<file path="src/rtl/psr_pkg.sv">
package psr_pkg;

    localparam int unsigned STEP_W  = 4;
    localparam int unsigned N_STEPS = 9;

    typedef enum logic [1:0] {
        ST_IDLE,
        ST_BUS,
        ST_GAP
    } seq_state_e;

    typedef enum logic [1:0] {
        OP_CLR,
        OP_SET,
        OP_WAIT_LO,
        OP_WAIT_HI
    } seq_op_e;

    typedef enum logic {
        TGT_SRST,
        TGT_CGATE
    } seq_tgt_e;

    typedef struct packed {
        seq_op_e  op;
        seq_tgt_e tgt;
    } seq_step_t;

    typedef struct packed {
        seq_state_e         state;
        logic [STEP_W-1:0]  step;
        logic               done;
        logic               err;
    } seq_regs_t;

    // The order of this program is the behaviour of the block.
    function automatic seq_step_t step_lookup(input logic [STEP_W-1:0] idx);
        seq_step_t s;
        case (idx)
            4'd0:    s = '{op: OP_CLR,     tgt: TGT_SRST};
            4'd1:    s = '{op: OP_WAIT_LO, tgt: TGT_SRST};
            4'd2:    s = '{op: OP_CLR,     tgt: TGT_CGATE};
            4'd3:    s = '{op: OP_SET,     tgt: TGT_SRST};
            4'd4:    s = '{op: OP_WAIT_HI, tgt: TGT_CGATE};
            4'd5:    s = '{op: OP_CLR,     tgt: TGT_SRST};
            4'd6:    s = '{op: OP_WAIT_LO, tgt: TGT_SRST};
            4'd7:    s = '{op: OP_CLR,     tgt: TGT_CGATE};
            default: s = '{op: OP_WAIT_LO, tgt: TGT_CGATE};
        endcase
        return s;
    endfunction

endpackage

</file>
<file path="src/rtl/psr_step_decode.sv">
module psr_step_decode
    import psr_pkg::*;
#(
    parameter int unsigned  ADDR_W    = 32,
    parameter int unsigned  DATA_W    = 32,
    parameter logic [31:0]  BASE_ADDR = 32'h0000_1000,
    parameter int unsigned  SET_OFS   = 4,
    parameter int unsigned  CLR_OFS   = 8,
    parameter int unsigned  SRST_BIT  = 31,
    parameter int unsigned  CGATE_BIT = 30
) (
    input  logic [STEP_W-1:0] step_i,
    output logic [ADDR_W-1:0] addr_o,
    output logic [DATA_W-1:0] wdata_o,
    output logic              we_o,
    output logic              is_poll_o,
    output logic              want_hi_o,
    output logic [DATA_W-1:0] mask_o,
    output logic              is_last_o
);

    localparam logic [DATA_W-1:0] SRST_MASK  = DATA_W'(1) << SRST_BIT;
    localparam logic [DATA_W-1:0] CGATE_MASK = DATA_W'(1) << CGATE_BIT;
    localparam logic [ADDR_W-1:0] A_BASE     = ADDR_W'(BASE_ADDR);
    localparam logic [ADDR_W-1:0] A_SET      = ADDR_W'(BASE_ADDR + SET_OFS);
    localparam logic [ADDR_W-1:0] A_CLR      = ADDR_W'(BASE_ADDR + CLR_OFS);
    localparam logic [STEP_W-1:0] LAST_STEP  = STEP_W'(N_STEPS - 1);

    seq_step_t cur;

    always_comb begin
        cur       = step_lookup(step_i);
        mask_o    = (cur.tgt == TGT_SRST) ? SRST_MASK : CGATE_MASK;
        is_poll_o = (cur.op == OP_WAIT_LO) || (cur.op == OP_WAIT_HI);
        want_hi_o = (cur.op == OP_WAIT_HI);
        we_o      = !is_poll_o;
        wdata_o   = is_poll_o ? '0 : mask_o;
        case (cur.op)
            OP_CLR:  addr_o = A_CLR;
            OP_SET:  addr_o = A_SET;
            default: addr_o = A_BASE;
        endcase
        is_last_o = (step_i == LAST_STEP);
    end

endmodule

</file>
<file path="src/rtl/psr_mask_eval.sv">
module psr_mask_eval #(
    parameter int unsigned DATA_W = 32
) (
    input  logic [DATA_W-1:0] rdata_i,
    input  logic [DATA_W-1:0] mask_i,
    input  logic              want_hi_i,
    output logic              pass_o
);

    logic [DATA_W-1:0] bit_ok;

    for (genvar g = 0; g < DATA_W; g++) begin : g_bit
        assign bit_ok[g] = !mask_i[g] || (rdata_i[g] == want_hi_i);
    end

    assign pass_o = &bit_ok;

endmodule

</file>
<file path="src/rtl/psr_tick.sv">
module psr_tick #(
    parameter int unsigned DIV = 50
) (
    input  logic clk_i,
    input  logic rst_ni,
    input  logic clr_i,
    output logic tick_o
);

    if (DIV <= 1) begin : g_every
        assign tick_o = 1'b1;
    end else begin : g_count
        localparam int unsigned CW = $clog2(DIV);
        localparam logic [CW-1:0] TOP = CW'(DIV - 1);

        logic [CW-1:0] cnt_d, cnt_q;

        always_comb begin
            if (clr_i || cnt_q == TOP) begin
                cnt_d = '0;
            end else begin
                cnt_d = cnt_q + CW'(1);
            end
        end

        always_ff @(posedge clk_i or negedge rst_ni) begin
            if (!rst_ni) begin
                cnt_q <= '0;
            end else begin
                cnt_q <= cnt_d;
            end
        end

        assign tick_o = !clr_i && (cnt_q == TOP);
    end

endmodule

</file>
<file path="src/rtl/psr_poll_ctr.sv">
module psr_poll_ctr #(
    parameter int unsigned LIMIT = 1_000_000
) (
    input  logic clk_i,
    input  logic rst_ni,
    input  logic load_i,
    input  logic dec_i,
    output logic last_o
);

    localparam int unsigned CW = $clog2(LIMIT + 1);
    localparam logic [CW-1:0] FULL = CW'(LIMIT);
    localparam logic [CW-1:0] ONE  = CW'(1);

    logic [CW-1:0] cnt_d, cnt_q;

    always_comb begin
        cnt_d = cnt_q;
        if (load_i) begin
            cnt_d = FULL;
        end else if (dec_i && cnt_q > ONE) begin
            cnt_d = cnt_q - ONE;
        end
    end

    always_ff @(posedge clk_i or negedge rst_ni) begin
        if (!rst_ni) begin
            cnt_q <= FULL;
        end else begin
            cnt_q <= cnt_d;
        end
    end

    assign last_o = (cnt_q <= ONE);

endmodule

</file>
<file path="src/rtl/periph_reset_sequencer.sv">
module periph_reset_sequencer
    import psr_pkg::*;
#(
    parameter int unsigned  ADDR_W     = 32,
    parameter int unsigned  DATA_W     = 32,
    parameter logic [31:0]  BASE_ADDR  = 32'h0000_1000,
    parameter int unsigned  SET_OFS    = 4,
    parameter int unsigned  CLR_OFS    = 8,
    parameter int unsigned  SRST_BIT   = 31,
    parameter int unsigned  CGATE_BIT  = 30,
    parameter int unsigned  CLK_HZ     = 50_000_000,
    parameter int unsigned  POLL_LIMIT = 1_000_000
) (
    input  logic              clk_i,
    input  logic              rst_ni,
    input  logic              start_i,
    output logic              busy_o,
    output logic              done_o,
    output logic              err_o,
    output logic              bus_req_o,
    output logic [ADDR_W-1:0] bus_addr_o,
    output logic [DATA_W-1:0] bus_wdata_o,
    output logic              bus_we_o,
    input  logic [DATA_W-1:0] bus_rdata_i,
    input  logic              bus_ready_i
);

    localparam int unsigned TICK_DIV = (CLK_HZ >= 1_000_000) ? (CLK_HZ / 1_000_000) : 1;

    seq_regs_t q, d;

    logic              is_poll, want_hi, is_last, pass, tick, cnt_last;
    logic              cnt_load, cnt_dec, tick_clr;
    logic [DATA_W-1:0] mask;

    psr_step_decode #(
        .ADDR_W    (ADDR_W),
        .DATA_W    (DATA_W),
        .BASE_ADDR (BASE_ADDR),
        .SET_OFS   (SET_OFS),
        .CLR_OFS   (CLR_OFS),
        .SRST_BIT  (SRST_BIT),
        .CGATE_BIT (CGATE_BIT)
    ) u_dec (
        .step_i    (q.step),
        .addr_o    (bus_addr_o),
        .wdata_o   (bus_wdata_o),
        .we_o      (bus_we_o),
        .is_poll_o (is_poll),
        .want_hi_o (want_hi),
        .mask_o    (mask),
        .is_last_o (is_last)
    );

    psr_mask_eval #(
        .DATA_W (DATA_W)
    ) u_eval (
        .rdata_i   (bus_rdata_i),
        .mask_i    (mask),
        .want_hi_i (want_hi),
        .pass_o    (pass)
    );

    psr_tick #(
        .DIV (TICK_DIV)
    ) u_tick (
        .clk_i  (clk_i),
        .rst_ni (rst_ni),
        .clr_i  (tick_clr),
        .tick_o (tick)
    );

    psr_poll_ctr #(
        .LIMIT (POLL_LIMIT)
    ) u_polls (
        .clk_i  (clk_i),
        .rst_ni (rst_ni),
        .load_i (cnt_load),
        .dec_i  (cnt_dec),
        .last_o (cnt_last)
    );

    assign tick_clr = (q.state != ST_GAP);

    always_comb begin
        d        = q;
        d.done   = 1'b0;
        d.err    = 1'b0;
        cnt_load = 1'b0;
        cnt_dec  = 1'b0;
        case (q.state)
            ST_IDLE: begin
                if (start_i) begin
                    d.state  = ST_BUS;
                    d.step   = '0;
                    cnt_load = 1'b1;
                end
            end
            ST_BUS: begin
                if (bus_ready_i) begin
                    if (!is_poll || pass) begin
                        if (is_last) begin
                            d.state = ST_IDLE;
                            d.done  = 1'b1;
                        end else begin
                            d.step   = q.step + STEP_W'(1);
                            cnt_load = 1'b1;
                        end
                    end else if (cnt_last) begin
                        d.state = ST_IDLE;
                        d.err   = 1'b1;
                    end else begin
                        cnt_dec = 1'b1;
                        d.state = ST_GAP;
                    end
                end
            end
            ST_GAP: begin
                if (tick) begin
                    d.state = ST_BUS;
                end
            end
            default: begin
                d.state = ST_IDLE;
            end
        endcase
    end

    always_ff @(posedge clk_i or negedge rst_ni) begin
        if (!rst_ni) begin
            q <= '{state: ST_IDLE, step: '0, done: 1'b0, err: 1'b0};
        end else begin
            q <= d;
        end
    end

    assign busy_o    = (q.state != ST_IDLE);
    assign bus_req_o = (q.state == ST_BUS);
    assign done_o    = q.done;
    assign err_o     = q.err;

endmodule

</file>
<file path="config.mk">
export PLATFORM = sky130hd
export DESIGN_NAME = periph_reset_sequencer
export DESIGN_NICKNAME = d
export VERILOG_FILES = /design/src/rtl/psr_pkg.sv /design/src/rtl/psr_step_decode.sv /design/src/rtl/psr_mask_eval.sv /design/src/rtl/psr_tick.sv /design/src/rtl/psr_poll_ctr.sv /design/src/rtl/periph_reset_sequencer.sv
export SDC_FILE = /design/constraint.sdc
export NUM_CORES = 1
export LEC_CHECK = 0
export BUFFER_PORTS_ARGS = -buffer_cell sky130_fd_sc_hd__clkbuf_2
export CORE_MARGIN = 3
export CORE_UTILIZATION = 30
export CTS_CLUSTER_SIZE = 40
export DETAILED_ROUTE_END_ITERATION = 12
export GPL_TIMING_DRIVEN = 0
export SLEW_MARGIN = 20
export SYNTH_ARGS = -nofsm -noshare
export SYNTH_HDL_FRONTEND = slang
export SYNTH_HIERARCHICAL = 1
export SYNTH_SLANG_ARGS = --single-unit
</file>
<file path="constraint.sdc">
create_clock -name clk_i -period 4.3 [get_ports clk_i]
set_input_delay 0.645 -clock clk_i [delete_from_list [all_inputs] [get_ports clk_i]]
set_output_delay 0.645 -clock clk_i [all_outputs]
set_load 0.05 [all_outputs]
</file>
## After elaboration in Yosys (flattened, before gate mapping)

Memory sizes are Yosys's and may differ from the RTL's.
Cells that the tools add are included.

- Register bits: 34
- ROM bits: 24
- Memories: 1

Memories:

| memory | words | bits a word | read ports | clocked after memory_dff | wr ports | line | source |
|---|---|---|---|---|---|---|---|
| (name not given) | 8 | 3 | 1 | 0 | 0 | psr_pkg.sv:39 | `case (idx)` |

- Add/sub/neg operators: 3
- $lt $le $gt $ge: 2
- Eq/ne operators: 46
- Muxes and demuxes: 30
- Reductions and logical operators: 79

Operator list:

| cell | number |
|---|---|
| $mux W32 | 2 |
| $mux W20 | 2 |
| $logic_or A1 B1 Y1 | 35 |
| $logic_not A1 Y1 | 34 |
| $eq A1 B1 Y1 | 32 |
| $reduce_and A32 Y1 | 1 |
| $gt A20 B1 Y1 const B | 1 |
| $le A20 B1 Y1 const B | 1 |
| $sub A20 B1 Y20 const B | 1 |
| $pmux W4 S2 | 2 |
| $mux W6 | 2 |
| $mux W1 | 11 |
| $mux W2 | 5 |
| $mux W8 | 1 |
| $ne A2 B2 Y1 const B | 4 |
| $add A6 B1 Y6 const B | 1 |
| $eq A2 B2 Y1 const B | 3 |
| $eq A6 B6 Y1 const B | 1 |
| $pmux W2 S3 | 1 |
| $reduce_bool A2 Y1 | 3 |
| $mux W5 | 1 |
| $reduce_and A5 Y1 | 1 |
| $add A4 B1 Y4 const B | 1 |
| $eq A2 B1 Y1 const B | 2 |
| other kinds (9) | 12 |

## Longest topological paths before layout

An unclocked memory read counts as a cell.

- Depth after elaboration: 13
- Gate-level depth with buffers: 15
- Depth with buffers taken out: 15

## By module

The synthesis kept the hierarchy.

By module, submodules not included:

| module | instances | cells an instance | area an instance (µm²) | sequential area each (µm²) |
|---|---|---|---|---|
| psr_poll_ctr | 1 | 116 | 1157.4 | 509.2 |
| psr_step_decode | 1 | 121 | 943.4 | 0.0 |
| periph_reset_sequencer | 1 | 42 | 459.2 | 200.2 |
| psr_mask_eval | 1 | 73 | 452.9 | 0.0 |
| psr_tick | 1 | 27 | 282.8 | 150.1 |

## Least setup slack after synthesis

No wires, ideal clock.

- Kind: flip-flop to flip-flop
- From: reg q[2] in the netlist's numbering
- To: reg u_polls.cnt_q[17]
- Setup time: 88 ps
- Data arrival time: 3211 ps
- Path slack: 1002 ps
- Stages on the path, launching flop included: 15
- Path buffers: 0
- Cell sequence: dfrtp_1 > inv_1 > ha_1 > nor2b_1 > or3_1 > inv_1 > o22ai_1 > nor4_1 > a41o_1 > nand2b_1 > nor3_1 > nand4_1 > nor3_2 > a21boi_0 > or3_1

- Cells in the longest elaborated chain, start to end: 12
- Elaborated cells on any way between the ends: 86

Ends and longest elaborated chain:

| item | line | source |
|---|---|---|
| start, declared | periph_reset_sequencer.sv:30 | `seq_regs_t q, d;` |
| start signal, assigned | periph_reset_sequencer.sv:131 | `q <= '{state: ST_IDLE, step: '0, done: 1'b0, err: 1'b0};` |
| $mem_v2 Z8 W3 | - |  |
| $mux W3 | psr_pkg.sv:39 |  |
| $mux W32 | psr_step_decode.sv:33 | `mask_o = (cur.tgt == TGT_SRST) ? SRST_MASK : CGATE_MASK;` |
| net mask[30] | periph_reset_sequencer.sv:34 | `logic [DATA_W-1:0] mask;` |
| $logic_not A1 Y1 | psr_mask_eval.sv:13 | `assign bit_ok[g] = !mask_i[g] \|\| (rdata_i[g] == want_hi_i);` |
| $logic_or A1 B1 Y1 | psr_mask_eval.sv:13 |  |
| $reduce_and A32 Y1 | psr_mask_eval.sv:16 | `assign pass_o = &bit_ok;` |
| net pass | periph_reset_sequencer.sv:32 | `logic is_poll, want_hi, is_last, pass, tick, cnt_last;` |
| $logic_or A1 B1 Y1 | periph_reset_sequencer.sv:101 | `if (!is_poll \|\| pass) begin` |
| $mux W1 | periph_reset_sequencer.sv:101 |  |
| $mux W1 | periph_reset_sequencer.sv:100 | `if (bus_ready_i) begin` |
| $mux W1 | periph_reset_sequencer.sv:91 | `case (q.state)` |
| net cnt_dec | periph_reset_sequencer.sv:33 | `logic cnt_load, cnt_dec, tick_clr;` |
| $logic_and A1 B1 Y1 | psr_poll_ctr.sv:21 | `end else if (dec_i && cnt_q > ONE) begin` |
| $reduce_bool A2 Y1 (no line) | - |  |
| end signal, assigned | psr_poll_ctr.sv:30 | `cnt_q <= cnt_d;` |
| end, declared | psr_poll_ctr.sv:15 | `logic [CW-1:0] cnt_d, cnt_q;` |

The timed path passes the listed nets, and every way through them passes these cells.
A chain may end at the register's enable or synchronous reset.

## Final worst setup path

- From: reg q[2] in the netlist's numbering
- To: reg u_polls.cnt_q[12]

- Elaborated cells on any way between the ends: 86

RTL lines:

| item | line |
|---|---|
| $mem_v2 Z8 W3 (*) | - |
| $mux W3 (*) | psr_pkg.sv:39 |
| $mux W32 (*) | psr_step_decode.sv:33 |
| net mask[31] | periph_reset_sequencer.sv:34 |
| $logic_not A1 Y1 (*) | psr_mask_eval.sv:13 |
| $logic_or A1 B1 Y1 (*) | psr_mask_eval.sv:13 |
| $reduce_and A32 Y1 (*) | psr_mask_eval.sv:16 |
| net pass | periph_reset_sequencer.sv:32 |
| $logic_or A1 B1 Y1 (*) | periph_reset_sequencer.sv:101 |
| $mux W1 (*) | periph_reset_sequencer.sv:101 |
| $mux W1 (*) | periph_reset_sequencer.sv:100 |
| $pmux W1 S2 (*) | periph_reset_sequencer.sv:91 |
| net cnt_load | periph_reset_sequencer.sv:33 |
| $mux W20 / $reduce_bool A2 Y1 (equally long branches) | - |

The timed path passes the listed nets; every way through them passes the cells marked *.

==> key figures <==
Logic synthesis
  • Main combinational cell family by area after synthesis: buffers and inverters
  • Yosys Warn Count: 6
  • Post-synth EDFFs: 0
  • FFs w/ async S/R, synth: 100.0%
  • Mux share of post-synthesis cell area: 2.506%
  • Post-Syn Area: ~0.0033 mm2
  • Compound-Gate Fraction of Synth Area: 17.01%
  • Synth Instances: 379
  • Top-area cell type share of the netlist area: 20.73%
  • Post-synth cell types: 62
  • Synthesized-area fraction occupied by and/or/nand/nor cells: 20.05%
  • Register bit count reported by yosys: 34
  • Sequential area share after synthesis: 26.08%
  • Synth top area cells: buf_4 (21%), dfrtp_1 (21%), dfstp_2 (5.6%), inv_1 (4.8%), ha_1 (3.8%)
  • Adder-cell share of the synthesized area: 3.797%
  • Top FF cell, synth: dfrtp_1
  • Synth Area in XOR/XNOR: 3.721%
  • Mean Syn Cell Area: 8.696 um2
  • Leading area contributor after synthesis: buf_4

Power
  • Static leakage: 2.051 nW
  • Power Density: 439.1 mW/mm2
  • Worst IR Drop VDD: a little under 300 uV

Timing
  • Worst Hold Slack: between 0.4 and 0.5 ns
  • Hold Violations, Final: 0
  • Final Critical Period: 3.795 ns
  • Slew Limit Fails: 0
  • Normalized max-slew margin: 43.19%
  • Final WS setup: 0.5050 ns
  • Setup_tns: 0 ns
  • RSZ-0062 raised after global routing: no
  • Final Cycle Share: about nine tenths
  • Slew of the pin with the lowest slew margin: 0.8521 ns
  • Final worst clock skew: 0.007531 ns
  • Setup violations, final: 0
  • Fmax: 263.5 MHz

Floorplan
  • Die area: 0.01228 mm2
  • Num rows: 37
  • Die Height: 110.8 um
  • Die W: 110.8 um
  • Initial Utilization: a little under a third
  • Boundary Pins: ~110
  • Core area: 0.01051 mm2

Critical path
  • CP cell instances: inv_1 > ha_1 > nor2b_1 > nor3_1 > a22o_1 > a221oi_2 > nand4_1 > nor4_2 > a41o_1 > nand2b_1 > a31o_2 > clkbuf_1 > clkbuf_1 > nor2_1
  • Largest stage delay, worst path: around 0.47 ns
  • Slowest cell on the critical path: dfrtp_1
  • CP endpoint: u_polls/cnt_q[12]
  • R2R Setup Slk: 0.50 ns
  • Worst path arrival time: 3.94 ns
  • CP max FO: 10
  • Critical R2R Capture: u_polls/cnt_q[12]
  • Worst r2r src: q[2]
  • Crit path launch type: flop
  • Crit Path Class: flop to flop
  • Worst Setup End Kind: flop
  • Reg2reg path depth: 14
  • Worst Path Required: about 4.4 ns
  • Critical Path Start: q[2]
  • Cell mode on critical path: clkbuf_1

Run
  • Max Cap Viol: 0

Cells and area
  • Post-Layout Cell Count: 655
  • Share of layout cells above drive strength 1: between 30% and 40%
  • Nets: 564
  • Area growth, synth to finish: 26.35%
  • Area of the multi-input gates: 0.001894 mm2
  • N_diodes: 0
  • Fillers: roughly 1,100
  • Seq. cell area: 859.6 um2

Clock network
  • Worst-skew pair later-pin latency: ~0.28 ns
  • Resized Gates After CTS: 0
  • H-tree depth: 2
  • Number of CTS-inserted buffers: 5
  • Clock buffer depth: 2
  • Clk slew on worst S/H paths: 0.07 ns
  • Hold Buf Count CTS: 0
  • CTS tree: built
  • Post-CTS Setup Bufs: 0
  • Clk root buf: clkbuf_8
  • CTS sink cnt: 34

Placement
  • Port Buffers: 44
  • Final HPWL from detailed placement: 5679 um
  • Routability cong.: 0.8969
  • Cell count after placement: 647
  • Worst slack at placement: a little under 0.2 ns

Routing
  • Routed vias/inst: 4.105
  • Drt first-iter violations: between 100 and 150
  • Final WL: 6853 um
  • Routed len/inst: 10.46 um
  • DR vias: 2,689
  • Drt pass-1 iters: 4
  • Drc violations: 0
  • ANT nets after route: 0

Global route
  • Initial antenna violation count: 0
  • Maximum number of pins on one net before global-route repair: 35
  • Vias in the first global route: 2,593
  • GRT Residual Overflow: 0
  • First-pass GRT wire length: 11,830 um
  • Gr usage total: 11.21%

Hold path
  • Hold Path Class: input pin to asynchronous set/reset pin

Status
  • Status: completed
[final cells by class]
class / instances / area share, %
tap: 136 / 4.087
inverter: 42 / 3.786
clock inverter: 2 / 1.442
sequential: 34 / 20.64
buffer: 98 / 17.28
timing repair buffer: 44 / 5.288
clock buffer: 6 / 1.983
multi-input combinational: 293 / 45.49
[placed cells by master (no fill, tap or decap), types with 10 or more instances in the layout]
cell type	n
a21oi_1	10
buf_4	91
clkbuf_2	44
conb_1	90
dfrtp_1	27
ha_1	10
inv_1	42
nor2_1	26
o22ai_1	14
xnor2_1	12
[per-layer routing]
| layer | up-vias | GRT usage, % | wire, um |
|---|---|---|---|
| li1 | 1418 | - | - |
| met1 | 1185 | 13.63 | 3034 |
| met2 | 78 | 19.30 | 3277 |
| met3 | 8 | 2.784 | 419 |
| met4 | 0 | 3.777 | 122 |
| met5 | - | 0 | 0 |
[cell families (layout without fill, tap and decap cells)]
kind of cell               count (synthesis)  in the layout
xor gates and xnor gates                  14             14
AOI/OAI and AO/OA                         69             69
and+or+nand+nor                          103            103
adders and majority gates                 10             10
buffers and inverters                    140            192
DFF                                       34             34
muxes                                      7              7
other                                      2             90
[sequential cells by signal (all words and copies together) (netlist names)]
name                  flops
u_polls/cnt_q            20
done_o                    1
err_o                     1
q                         6
u_tick/g_count.cnt_q      6
[synth_stat cells, types with 5 or more instances]
cell type	n
buf_4	91
inv_1	42
dfrtp_1	27
nor2_1	26
o22ai_1	14
xnor2_1	12
a21oi_1	10
ha_1	10
a211oi_1	8
a22oi_1	8
nor2b_1	8
nor4_1	8
dfstp_2	7
nand2b_1	7
nor3_1	7
a221oi_2	5
nand3_1	5
nand4_1	5
or3_1	5
[how the worst min path moves through the flow]
stage | end | slack, ns
final | u_polls/cnt_q[12] | 0.47
after global routing | u_polls/cnt_q[5] | 0.53
after CTS | u_polls/cnt_q[0] | 0.48
after detailed placement | u_tick/g_count.cnt_q[0] | 0.52
after global placement | u_tick/g_count.cnt_q[0] | 0.50
after floorplan | done_o | 0.35
[stage by stage]
step | power [W] | instance area (um2) | util [%]
detailed placement | 0.001468 | 4016 | 38.22
finish | 0.001828 | 4164 | 39.62
global placement | 0.001455 | 4016 | 38.22
global route | 0.001966 | 4164 | 39.62
CTS | 0.001837 | 4159 | 39.58
floorplan | 0.001275 | 3626 | -
[critical path, delay by kind of cell, from the launching register on]
kind / cells / cell delay [ns]
simple gates: 6 / 1.08
buf+inv: 3 / 0.92
compound gates: 4 / 0.85
flops: 1 / 0.47
fa+ha+maj: 1 / 0.33
[report_power, final]
group	leakage (nW)	total [W]	switching, W	internal (W)
sequential	0.441	0.000459	0.0000799	0.000379
clock	0.0714	0.000360	0.000113	0.000247
combinational	1.54	0.00101	0.000651	0.000358
Note: power is estimated with default switching activity, not from simulation.
